--- src/rtl/sram_zt_pkg.sv ---
package sram_zt_pkg;

    typedef enum logic [1:0] {
        OP_IDLE  = 2'd0,
        OP_READ  = 2'd1,
        OP_WRITE = 2'd2
    } op_e;

    // Turn the sampled control pins into a command kind.
    function automatic op_e classify(input logic selected,
                                     input logic load_n,
                                     input logic wr_n,
                                     input logic any_lane);
        if (!selected || load_n) return OP_IDLE;
        if (wr_n)                return OP_READ;
        if (any_lane)            return OP_WRITE;
        return OP_IDLE;
    endfunction

endpackage

--- src/rtl/sram_zt_decode.sv ---
module sram_zt_decode
    import sram_zt_pkg::*;
#(
    parameter int ADDR_W = 4,
    parameter int LANES  = 4
) (
    input  logic [2:0]        sel_n,
    input  logic              wr_n,
    input  logic              load_n,
    input  logic [LANES-1:0]  lane_wr_n,
    input  logic [ADDR_W-1:0] addr,
    output op_e               cmd_op,
    output logic [ADDR_W-1:0] cmd_addr,
    output logic [LANES-1:0]  cmd_lanes
);
    logic selected;
    logic any_lane;

    always_comb begin
        selected  = (sel_n == 3'b000);
        any_lane  = ~&lane_wr_n;
        cmd_op    = classify(selected, load_n, wr_n, any_lane);
        cmd_addr  = addr;
        cmd_lanes = (cmd_op == OP_WRITE) ? ~lane_wr_n : '0;
    end
endmodule

--- src/rtl/sram_zt_array.sv ---
module sram_zt_array #(
    parameter int ADDR_W = 4,
    parameter int LANES  = 4,
    parameter int LANE_W = 8
) (
    input  logic                     clk,
    input  logic                     wr_en,
    input  logic [ADDR_W-1:0]        wr_addr,
    input  logic [LANES-1:0]         wr_lanes,
    input  logic [LANES*LANE_W-1:0]  wr_data,
    input  logic [ADDR_W-1:0]        rd_addr,
    output logic [LANES*LANE_W-1:0]  rd_data
);
    localparam int DEPTH = 1 << ADDR_W;

    for (genvar g = 0; g < LANES; g++) begin : g_lane
        logic [LANE_W-1:0] bank [DEPTH];

        always_ff @(posedge clk) begin
            if (wr_en && wr_lanes[g]) begin
                bank[wr_addr] <= wr_data[g*LANE_W +: LANE_W];
            end
        end

        assign rd_data[g*LANE_W +: LANE_W] = bank[rd_addr];
    end
endmodule

--- src/rtl/sram_zt_ctrl.sv ---
module sram_zt_ctrl
    import sram_zt_pkg::*;
#(
    parameter int ADDR_W    = 4,
    parameter int LANES     = 4,
    parameter int LANE_W    = 8,
    parameter bit PIPELINED = 1'b1
) (
    input  logic                     clk,
    input  logic                     rst,
    input  logic                     clk_en_n,
    input  op_e                      new_op,
    input  logic [ADDR_W-1:0]        new_addr,
    input  logic [LANES-1:0]         new_lanes,
    input  logic [LANES*LANE_W-1:0]  wdata,
    input  logic [LANES*LANE_W-1:0]  arr_rdata,
    output logic                     arr_we,
    output logic [ADDR_W-1:0]        arr_waddr,
    output logic [LANES-1:0]         arr_lanes,
    output logic [LANES*LANE_W-1:0]  arr_wdata,
    output logic [ADDR_W-1:0]        arr_raddr,
    output logic [LANES*LANE_W-1:0]  rdata,
    output logic                     rvalid
);
    localparam int DATA_W = LANES * LANE_W;

    typedef struct packed {
        op_e               op;
        logic [ADDR_W-1:0] addr;
        logic [LANES-1:0]  lanes;
    } cmd_t;

    localparam cmd_t CMD_NONE = '{op: OP_IDLE, addr: '0, lanes: '0};

    logic advance;
    cmd_t a_q;

    assign advance = ~clk_en_n;

    // First stage: the command registered on its own edge.
    always_ff @(posedge clk) begin
        if (rst) begin
            a_q <= CMD_NONE;
        end else if (advance) begin
            a_q <= '{op: new_op, addr: new_addr, lanes: new_lanes};
        end
    end

    assign arr_raddr = a_q.addr;
    assign arr_wdata = wdata;

    if (PIPELINED) begin : g_pipe
        cmd_t              b_q;
        logic              hit;
        logic [DATA_W-1:0] merged;
        logic [DATA_W-1:0] q_data;
        logic              q_valid;

        always_ff @(posedge clk) begin
            if (rst) begin
                b_q <= CMD_NONE;
            end else if (advance) begin
                b_q <= a_q;
            end
        end

        assign arr_we    = advance && !rst && (b_q.op == OP_WRITE);
        assign arr_waddr = b_q.addr;
        assign arr_lanes = b_q.lanes;

        assign hit = (b_q.op == OP_WRITE) && (b_q.addr == a_q.addr);

        for (genvar g = 0; g < LANES; g++) begin : g_fwd
            assign merged[g*LANE_W +: LANE_W] = (hit && b_q.lanes[g])
                ? wdata[g*LANE_W +: LANE_W]
                : arr_rdata[g*LANE_W +: LANE_W];
        end

        always_ff @(posedge clk) begin
            if (rst) begin
                q_valid <= 1'b0;
                q_data  <= '0;
            end else if (advance) begin
                q_valid <= (a_q.op == OP_READ);
                q_data  <= (a_q.op == OP_READ) ? merged : '0;
            end
        end

        assign rdata  = q_data;
        assign rvalid = q_valid;

        assert_read_latency_R3: assert property (@(posedge clk) disable iff (rst)
            (advance && a_q.op == OP_READ) |=> rvalid);

        assert_no_valid_on_nonread_R8: assert property (@(posedge clk) disable iff (rst)
            (advance && a_q.op != OP_READ) |=> (!rvalid && rdata == '0));

        assert_forward_lane0_R7: assert property (@(posedge clk) disable iff (rst)
            (advance && a_q.op == OP_READ && hit && b_q.lanes[0])
            |=> (rdata[LANE_W-1:0] == $past(wdata[LANE_W-1:0])));

        assert_stall_hold_R9: assert property (@(posedge clk) disable iff (rst)
            clk_en_n |=> ($stable(rdata) && $stable(rvalid)));
    end else begin : g_flow
        assign arr_we    = advance && !rst && (a_q.op == OP_WRITE);
        assign arr_waddr = a_q.addr;
        assign arr_lanes = a_q.lanes;
        assign rvalid    = (a_q.op == OP_READ);
        assign rdata     = rvalid ? arr_rdata : '0;

        assert_flow_stall_hold_R9: assert property (@(posedge clk) disable iff (rst)
            clk_en_n |=> $stable(rvalid));
    end

    assert_write_has_lane_R6: assert property (@(posedge clk) disable iff (rst)
        arr_we |-> (arr_lanes != '0));

    assert_pending_write_dropped_R10: assert property (@(posedge clk)
        rst |-> !arr_we);
endmodule

--- src/rtl/sram_zt.sv ---
module sram_zt
    import sram_zt_pkg::*;
#(
    parameter int ADDR_W    = 4,
    parameter int LANES     = 4,
    parameter int LANE_W    = 8,
    parameter bit PIPELINED = 1'b1
) (
    input  logic                     clk,
    input  logic                     rst,
    input  logic                     clk_en_n,
    input  logic                     sel0_n,
    input  logic                     sel1_n,
    input  logic                     sel2_n,
    input  logic                     wr_n,
    input  logic                     load_n,
    input  logic [LANES-1:0]         lane_wr_n,
    input  logic [ADDR_W-1:0]        addr,
    input  logic [LANES*LANE_W-1:0]  wdata,
    output logic [LANES*LANE_W-1:0]  rdata,
    output logic                     rvalid
);
    localparam int DATA_W = LANES * LANE_W;

    op_e               cmd_op;
    logic [ADDR_W-1:0] cmd_addr;
    logic [LANES-1:0]  cmd_lanes;
    logic              arr_we;
    logic [ADDR_W-1:0] arr_waddr;
    logic [LANES-1:0]  arr_lanes;
    logic [DATA_W-1:0] arr_wdata;
    logic [ADDR_W-1:0] arr_raddr;
    logic [DATA_W-1:0] arr_rdata;

    sram_zt_decode #(
        .ADDR_W (ADDR_W),
        .LANES  (LANES)
    ) decode_i (
        .sel_n     ({sel2_n, sel1_n, sel0_n}),
        .wr_n      (wr_n),
        .load_n    (load_n),
        .lane_wr_n (lane_wr_n),
        .addr      (addr),
        .cmd_op    (cmd_op),
        .cmd_addr  (cmd_addr),
        .cmd_lanes (cmd_lanes)
    );

    sram_zt_ctrl #(
        .ADDR_W    (ADDR_W),
        .LANES     (LANES),
        .LANE_W    (LANE_W),
        .PIPELINED (PIPELINED)
    ) ctrl_i (
        .clk       (clk),
        .rst       (rst),
        .clk_en_n  (clk_en_n),
        .new_op    (cmd_op),
        .new_addr  (cmd_addr),
        .new_lanes (cmd_lanes),
        .wdata     (wdata),
        .arr_rdata (arr_rdata),
        .arr_we    (arr_we),
        .arr_waddr (arr_waddr),
        .arr_lanes (arr_lanes),
        .arr_wdata (arr_wdata),
        .arr_raddr (arr_raddr),
        .rdata     (rdata),
        .rvalid    (rvalid)
    );

    sram_zt_array #(
        .ADDR_W (ADDR_W),
        .LANES  (LANES),
        .LANE_W (LANE_W)
    ) array_i (
        .clk      (clk),
        .wr_en    (arr_we),
        .wr_addr  (arr_waddr),
        .wr_lanes (arr_lanes),
        .wr_data  (arr_wdata),
        .rd_addr  (arr_raddr),
        .rd_data  (arr_rdata)
    );

    assert_deselect_quiet_R1: assert property (@(posedge clk) disable iff (rst)
        (!clk_en_n && (sel0_n || sel1_n || sel2_n)) |=> (ctrl_i.a_q.op == OP_IDLE));

    assert_load_gate_R2: assert property (@(posedge clk) disable iff (rst)
        (!clk_en_n && load_n) |=> (ctrl_i.a_q.op == OP_IDLE));
endmodule

--- config.mk ---
export PLATFORM = sky130hd
export DESIGN_NAME = sram_zt
export DESIGN_NICKNAME = d
export VERILOG_FILES = /design/src/rtl/sram_zt_pkg.sv /design/src/rtl/sram_zt_decode.sv /design/src/rtl/sram_zt_array.sv /design/src/rtl/sram_zt_ctrl.sv /design/src/rtl/sram_zt.sv
export SDC_FILE = /design/constraint.sdc
export NUM_CORES = 1
export LEC_CHECK = 0
export CAP_MARGIN = 10
export CORE_AREA = 5 5 206 208
export DETAILED_ROUTE_END_ITERATION = 8
export DIE_AREA = 0 0 211 213
export PLACE_DENSITY = 0.69
export SYNTH_ARGS = -nofsm -noshare
export SYNTH_HDL_FRONTEND = slang
export SYNTH_SLANG_ARGS = --single-unit
--- constraint.sdc ---
create_clock -name clk -period 4.9 [get_ports clk]
set_input_delay 0.735 -clock clk [delete_from_list [all_inputs] [get_ports clk]]
set_output_delay 0.735 -clock clk [all_outputs]
set_load 0.01 [all_outputs]
Word-level counts from Yosys, hierarchy flattened
Memory sizes are Yosys's and may differ from the RTL's. A register that Yosys moved wholly into a read port is not among the register bits.
Index checks and enable logic that the tools add are counted.
- memories kept: 4
- latch bits: 0
- input bits: 48
- register bits: 53
- word-level logic and storage cells: 68
- output and inout bits: 33
- ROM bits: 0
- bits in writable memories: 512
- memories (name ; depth ; bits a word ; read ports ; clocked after Yosys merged registers in ; wr ports ; line ; source):
    array_i.g_lane[0].bank ; 16 ; 8 ; 1 ; 1 ; 1 ; sram_zt_array.sv:17 ; logic [LANE_W-1:0] bank [DEPTH];
    array_i.g_lane[1].bank ; 16 ; 8 ; 1 ; 1 ; 1 ; sram_zt_array.sv:17 ;
    array_i.g_lane[2].bank ; 16 ; 8 ; 1 ; 1 ; 1 ; sram_zt_array.sv:17 ;
    array_i.g_lane[3].bank ; 16 ; 8 ; 1 ; 1 ; 1 ; sram_zt_array.sv:17 ;
- add/sub/neg operators: 0
- bitwise logic cells: 2
- order comparisons: 0
- equal/unequal tests: 4
- div/mod/pow operators: 0
- shift-type cells: 0
- reductions and logical operators: 16
- $mul: 0
- multiplexer cells: 34
- operator list (kind ; number):
    $mux W4 ; 9
    $mux W32 ; 1
    $mux W8 ; 4
    $mux W1 ; 14
    $mux W2 ; 6
    $logic_and A1 B1 Y1 ; 11
    $eq A2 B2 Y1 const B ; 2
    $eq A4 B4 Y1 ; 1
    $not A4 Y4 ; 1
    $reduce_and A4 Y1 ; 1
    $logic_not A3 Y1 ; 1
    $eq A2 B1 Y1 const B ; 1
    $logic_not A1 Y1 ; 2
    $logic_or A1 B1 Y1 ; 1
    $not A1 Y1 ; 1

Logic depth before layout (Yosys ltp)
- depth after elaboration: 12
- gate-level depth with buffers: 9
- mapped depth without buffers: 5

By module
From an unflattened synthesis, not the netlist that was laid out.
- cells, all modules: 1203
- area total of the unflattened synthesis: 22205.0 sq um
- modules (own cells, without submodules) (module ; instances ; cells an instance ; area each (sq um) ; seq. area each (sq um)):
    sram_zt_array ; 1 ; 877 ; 19464.9 ; 15374.7
    sram_zt_ctrl ; 1 ; 312 ; 2621.3 ; 1061.0
    sram_zt_decode ; 1 ; 14 ; 118.9 ; 0.0

Worst setup path after synthesis
OpenSTA, ideal clock, no wires.
- path kind: input to register
- from: input rst
- to: memory array_i.g_lane[2].bank[0][0], enable pin
- stages on the path: 5
- setup time: 0.370 ns
- slack: 2.465 ns
- buffers on the path: 2
- arrival: 2.065 ns
- path through: clkbuf_1 -> nor3b_1 -> nand2_1 -> clkbuf_1 -> nor2_1
- cells in the longest elaborated chain, start to end: 6
- RTL lines (item ; line ; source):
    start, declared ; sram_zt.sv:10 ; input logic rst,
    $logic_not A1 Y1 ; sram_zt_ctrl.sv:67 ; assign arr_we = advance && !rst && (b_q.op == OP_WRITE);
    $logic_and A1 B1 Y1 (2 in series) ; sram_zt_ctrl.sv:67 ;
    $logic_and A1 B1 Y1 ; sram_zt_array.sv:20 ; if (wr_en && wr_lanes[g]) begin
    $mux W1 ; sram_zt_array.sv:20 ;
    $mux W1 (implied by the code) ; sram_zt_array.sv:21 ; bank[wr_addr] <= wr_data[g*LANE_W +: LANE_W];
    end, declared ; sram_zt_array.sv:17 ;
No other way between the ends.

Final worst setup path
- from: register ctrl_i.g_pipe.b_q[9] in the netlist's numbering
- to: memory array_i.g_lane[2].bank[8][3], enable pin
- cells in the longest elaborated chain, start to end: 5
- RTL lines (item ; line ; source):
    start, declared ; sram_zt_ctrl.sv:53 ; cmd_t b_q;
    start signal, assigned ; sram_zt_ctrl.sv:63 ; b_q <= a_q;
    $eq A2 B2 Y1 ; sram_zt_ctrl.sv:67 ;
    $logic_and A1 B1 Y1 ; sram_zt_ctrl.sv:67 ;
    $logic_and A1 B1 Y1 ; sram_zt_array.sv:20 ;
    $mux W1 ; sram_zt_array.sv:20 ;
    $mux W1 (implied by the code) ; sram_zt_array.sv:21 ;
No other way between the ends.

==> flow_summary_export.csv <==
group,metric,value,unit
logic_synthesis,synthTopCellsByCount,"512 x edfxtp_1, 112 x mux4_2, 90 x nor2_1",
clock_tree,cts_resized,0,
finish,final_nets,1310,
drt,ant_nets,0,
worst_setup_path,critPathMaxStageDelay,0.86,ns
logic_synthesis,synthTopCellsByArea,"edfxtp_1 70%, mux4_2 12%, dfxtp_1 5.2%",
worst_setup_path,critPathMaxFanout,16,
finish,final_util,0.624,
worst_setup_path,r2r_end,"array_i.g_lane[2].bank[8][3]",
floorplan,start_util,0.543,
sta,whs,0.444,ns
sta,hold_viol,0,
clock_tree,cts_tree,"yes",
floorplan,die-area,44900,um^2
power_and_ir_drop,p_total,10.2,mW
worst_setup_path,timing.reg2reg.setup_slack,1.47,ns
floorplan,ios,81,
logic_synthesis,syn-num-nets,1208,
sta,period_share,0.701,
global_routing,grt_use_total,0.221,
power_and_ir_drop,leakage,8.02,nW
logic_synthesis,avgSynthCellArea,18.9,um^2
place,routabilityCongestion,0.803,
clock_tree,path_clk_slew,0.06,ns
sta,relSlewSlack,0.356,
sta,timing_worst_slew_pin_value,0.964,ns
power_and_ir_drop,powerDensity,404,nW/um^2
logic_synthesis,yosys_register_bits,569,
sta,rsz0062_at_grt,"no",
logic_synthesis,syn_inst,1160,
logic_synthesis,synth_top_area_share,0.702,
sta,setup_viol,0,
status,status,"completed",
sta,skew,0.0141,ns
drt,vias,11200,
drt,finalWirelength,48.8,mm
worst_setup_path,cp.arrival,3.64,ns
sta,max_freq,0.291,GHz
clock_tree,htreeDepth,2,
global_routing,grt_max_degree,66,
clock_tree,cts_hold_buf,0,
clock_tree,clock_latency,0.60,ns
floorplan,core-area,40400,um^2
floorplan,die_x,211,um
clock_tree,cts-root-to-sink-buffers,3,
global_routing,grt_pass1_vias,11400,
logic_synthesis,synth-async-reset-ratio,0,
drt,drtIter0Drc,1085,
finish,final_cell_count_no_fill,1839,
global_routing,overflow,0,
drt,drc,0,
hold_path,hp-start,"ctrl_i.rdata[22]",
drt,drt_first_pass_iters,5,
worst_setup_path,r2r_start,"ctrl_i.g_pipe.b_q[9]",
place,port_buffers,80,
drt,wire_per_inst,26.5,um
hold_path,whs_path_depth,2,
hold_path,hp-class,"register to register",
sta,final.setup.tns,0,ns
logic_synthesis,synth_warnings,0,
sta,min_period,3.43,ns
worst_setup_path,worstRegToRegCells,4,
floorplan,die_h,213,um
drt,via_per_inst,6.07,
worst_setup_path,slowest_stage,"nor2_1",
logic_synthesis,ys.flop_type,"edfxtp_1",
worst_setup_path,criticalPathCategory,"register to register",
power_and_ir_drop,peakVddDrop,0.302,mV
logic_synthesis,synth_cell_type_count,34,
sta,drv_slew,0,
finish,drive_above_1_share,0.177,
logic_synthesis,synth-edff-count,512,
worst_setup_path,worstPathRequired,5.11,ns
worst_setup_path,path_delay_family,"simple AND/OR/NAND/NOR gates",
worst_setup_path,path_cells,"nor2b_1, nor3b_1, nand2_1, nor2_1",
worst_setup_path,critPathCaptureType,"register",
logic_synthesis,yosysMostFrequentCell,"edfxtp_1",
clock_tree,cts_buffers,56,
logic_synthesis,ys_seq_area_frac,0.754,
finish,nFillCells,2886,
flow_run,drv_cap,0,
global_routing,grt_antenna_before_repair,2,
logic_synthesis,netlist_area,21900,um^2
clock_tree,root_buffer,"clkbuf_16",
place,dp.final_hpwl,30.2,mm
floorplan,row_count,74,
place,placed_cells_incl_taps,1736,
worst_setup_path,worst-path-buf-inv,0,
global_routing,grt_pass1_wl,73.0,mm
hold_path,min_to,"ctrl_i.rdata[22]",
logic_synthesis,yosysTopAreaCell,"edfxtp_1",
worst_setup_path,start_kind,"register",
clock_tree,clkSinkCount,569,
finish,syn_to_final_growth,15.0,%
clock_tree,post_cts_buffers,0,
sequential cells by signal, summed over array words and instances (netlist names), named ones only:
name and flops:
ctrl_i.arr_waddr 4, array_i.g_lane.bank 512, ctrl_i.rvalid 1, ctrl_i.rdata 32, ctrl_i.a_q 6, ctrl_i.arr_raddr 4
ctrl_i.arr_lanes 4, ctrl_i.g_pipe.b_q 2
cells in the final DEF (no fill, tap or decap), drive strengths merged, types with 2 or more instances in the layout:
master and instances:
dfxtp 57, buf 28, clkdlybuf4s50 80, mux2i 73, clkbuf 71, clkinv 15, nor2b 12, mux4 112
o22ai 4, nand2 84, a22oi 65, nor2 90, clkinvlp 6, nand3 22, edfxtp 512, o21ai 32
a2bb2oi 8, bufinv 10, nand2b 2, a21oi 7, nand4 5, xor2 3
worst max-delay path by stage:
stage	start	endpoint	slack [ns]	depth (start not counted)
finish	ctrl_i.g_pipe.b_q[9]	array_i.g_lane[2].bank[8][3]	1.47	4
global route	ctrl_i.g_pipe.b_q[9]	array_i.g_lane[2].bank[8][4]	1.23	4
CTS	ctrl_i.g_pipe.b_q[9]	array_i.g_lane[2].bank[8][4]	1.38	4
detailed placement	clk_en_n	array_i.g_lane[2].bank[8][1]	1.07	4
global placement	clk_en_n	array_i.g_lane[2].bank[8][2]	1.03	4
floorplan	rst	array_i.g_lane[2].bank[0][0]	2.47	5
per-stage QoR:
| step | worst slack, ns | instance area [um^2] |
|---|---|---|
| 6_report | 1.47 | 25200 |
| 5_1_grt | 1.23 | 25200 |
| 4_1_cts | 1.38 | 25200 |
| 3_5_place_dp | 1.07 | 23300 |
| 3_3_place_gp | 1.03 | 23300 |
| 2_1_floorplan | 2.47 | 21900 |
worst reg2reg max path: cells and delay by family, from the launching register on:
kind	cells	cell delay [ns]
flip-flops	1	0.32
AND/OR/NAND/NOR	4	2.74
area by class of cell:
| cell class | instances | area [um^2] | share of cell area |
|---|---|---|---|
| antenna | 1 | 2.50 | 0.0000994 |
| clock inverter | 31 | 408 | 0.0162 |
| clock buffer | 71 | 1490 | 0.0591 |
| timing repair buffer | 108 | 1050 | 0.0416 |
| tap | 532 | 666 | 0.0264 |
| multi-input combinational | 527 | 5050 | 0.200 |
| sequential | 569 | 16500 | 0.656 |
report_power, final:
part,internal [mW],switching [mW],total (mW)
clock network,2.67,1.75,4.41
logic,0.194,0.251,0.445
registers,5.29,0.0307,5.32
per-layer routing:
layer	up-vias	wire length, um	global-route usage
li1	4870	-	-
met1	5714	19500	0.308
met2	472	24200	0.360
met3	102	3480	0.0414
met4	2	1640	0.0724
met5	-	7	0
cells by family (layout without fill, tap and decap cells):
kind of cell | Yosys count | after routing | synth area share
AOI/OAI and AO/OA | 117 | 117 | 0.0359
buffers and inverters | 64 | 210 | 0.0161
muxes | 185 | 185 | 0.149
other | 0 | 1 | 0
and+or+nand+nor | 221 | 221 | 0.0437
DFF | 569 | 569 | 0.754
xor gates and xnor gates | 4 | 4 | 0.00160
Note: power is estimated with default switching activity, not from simulation.
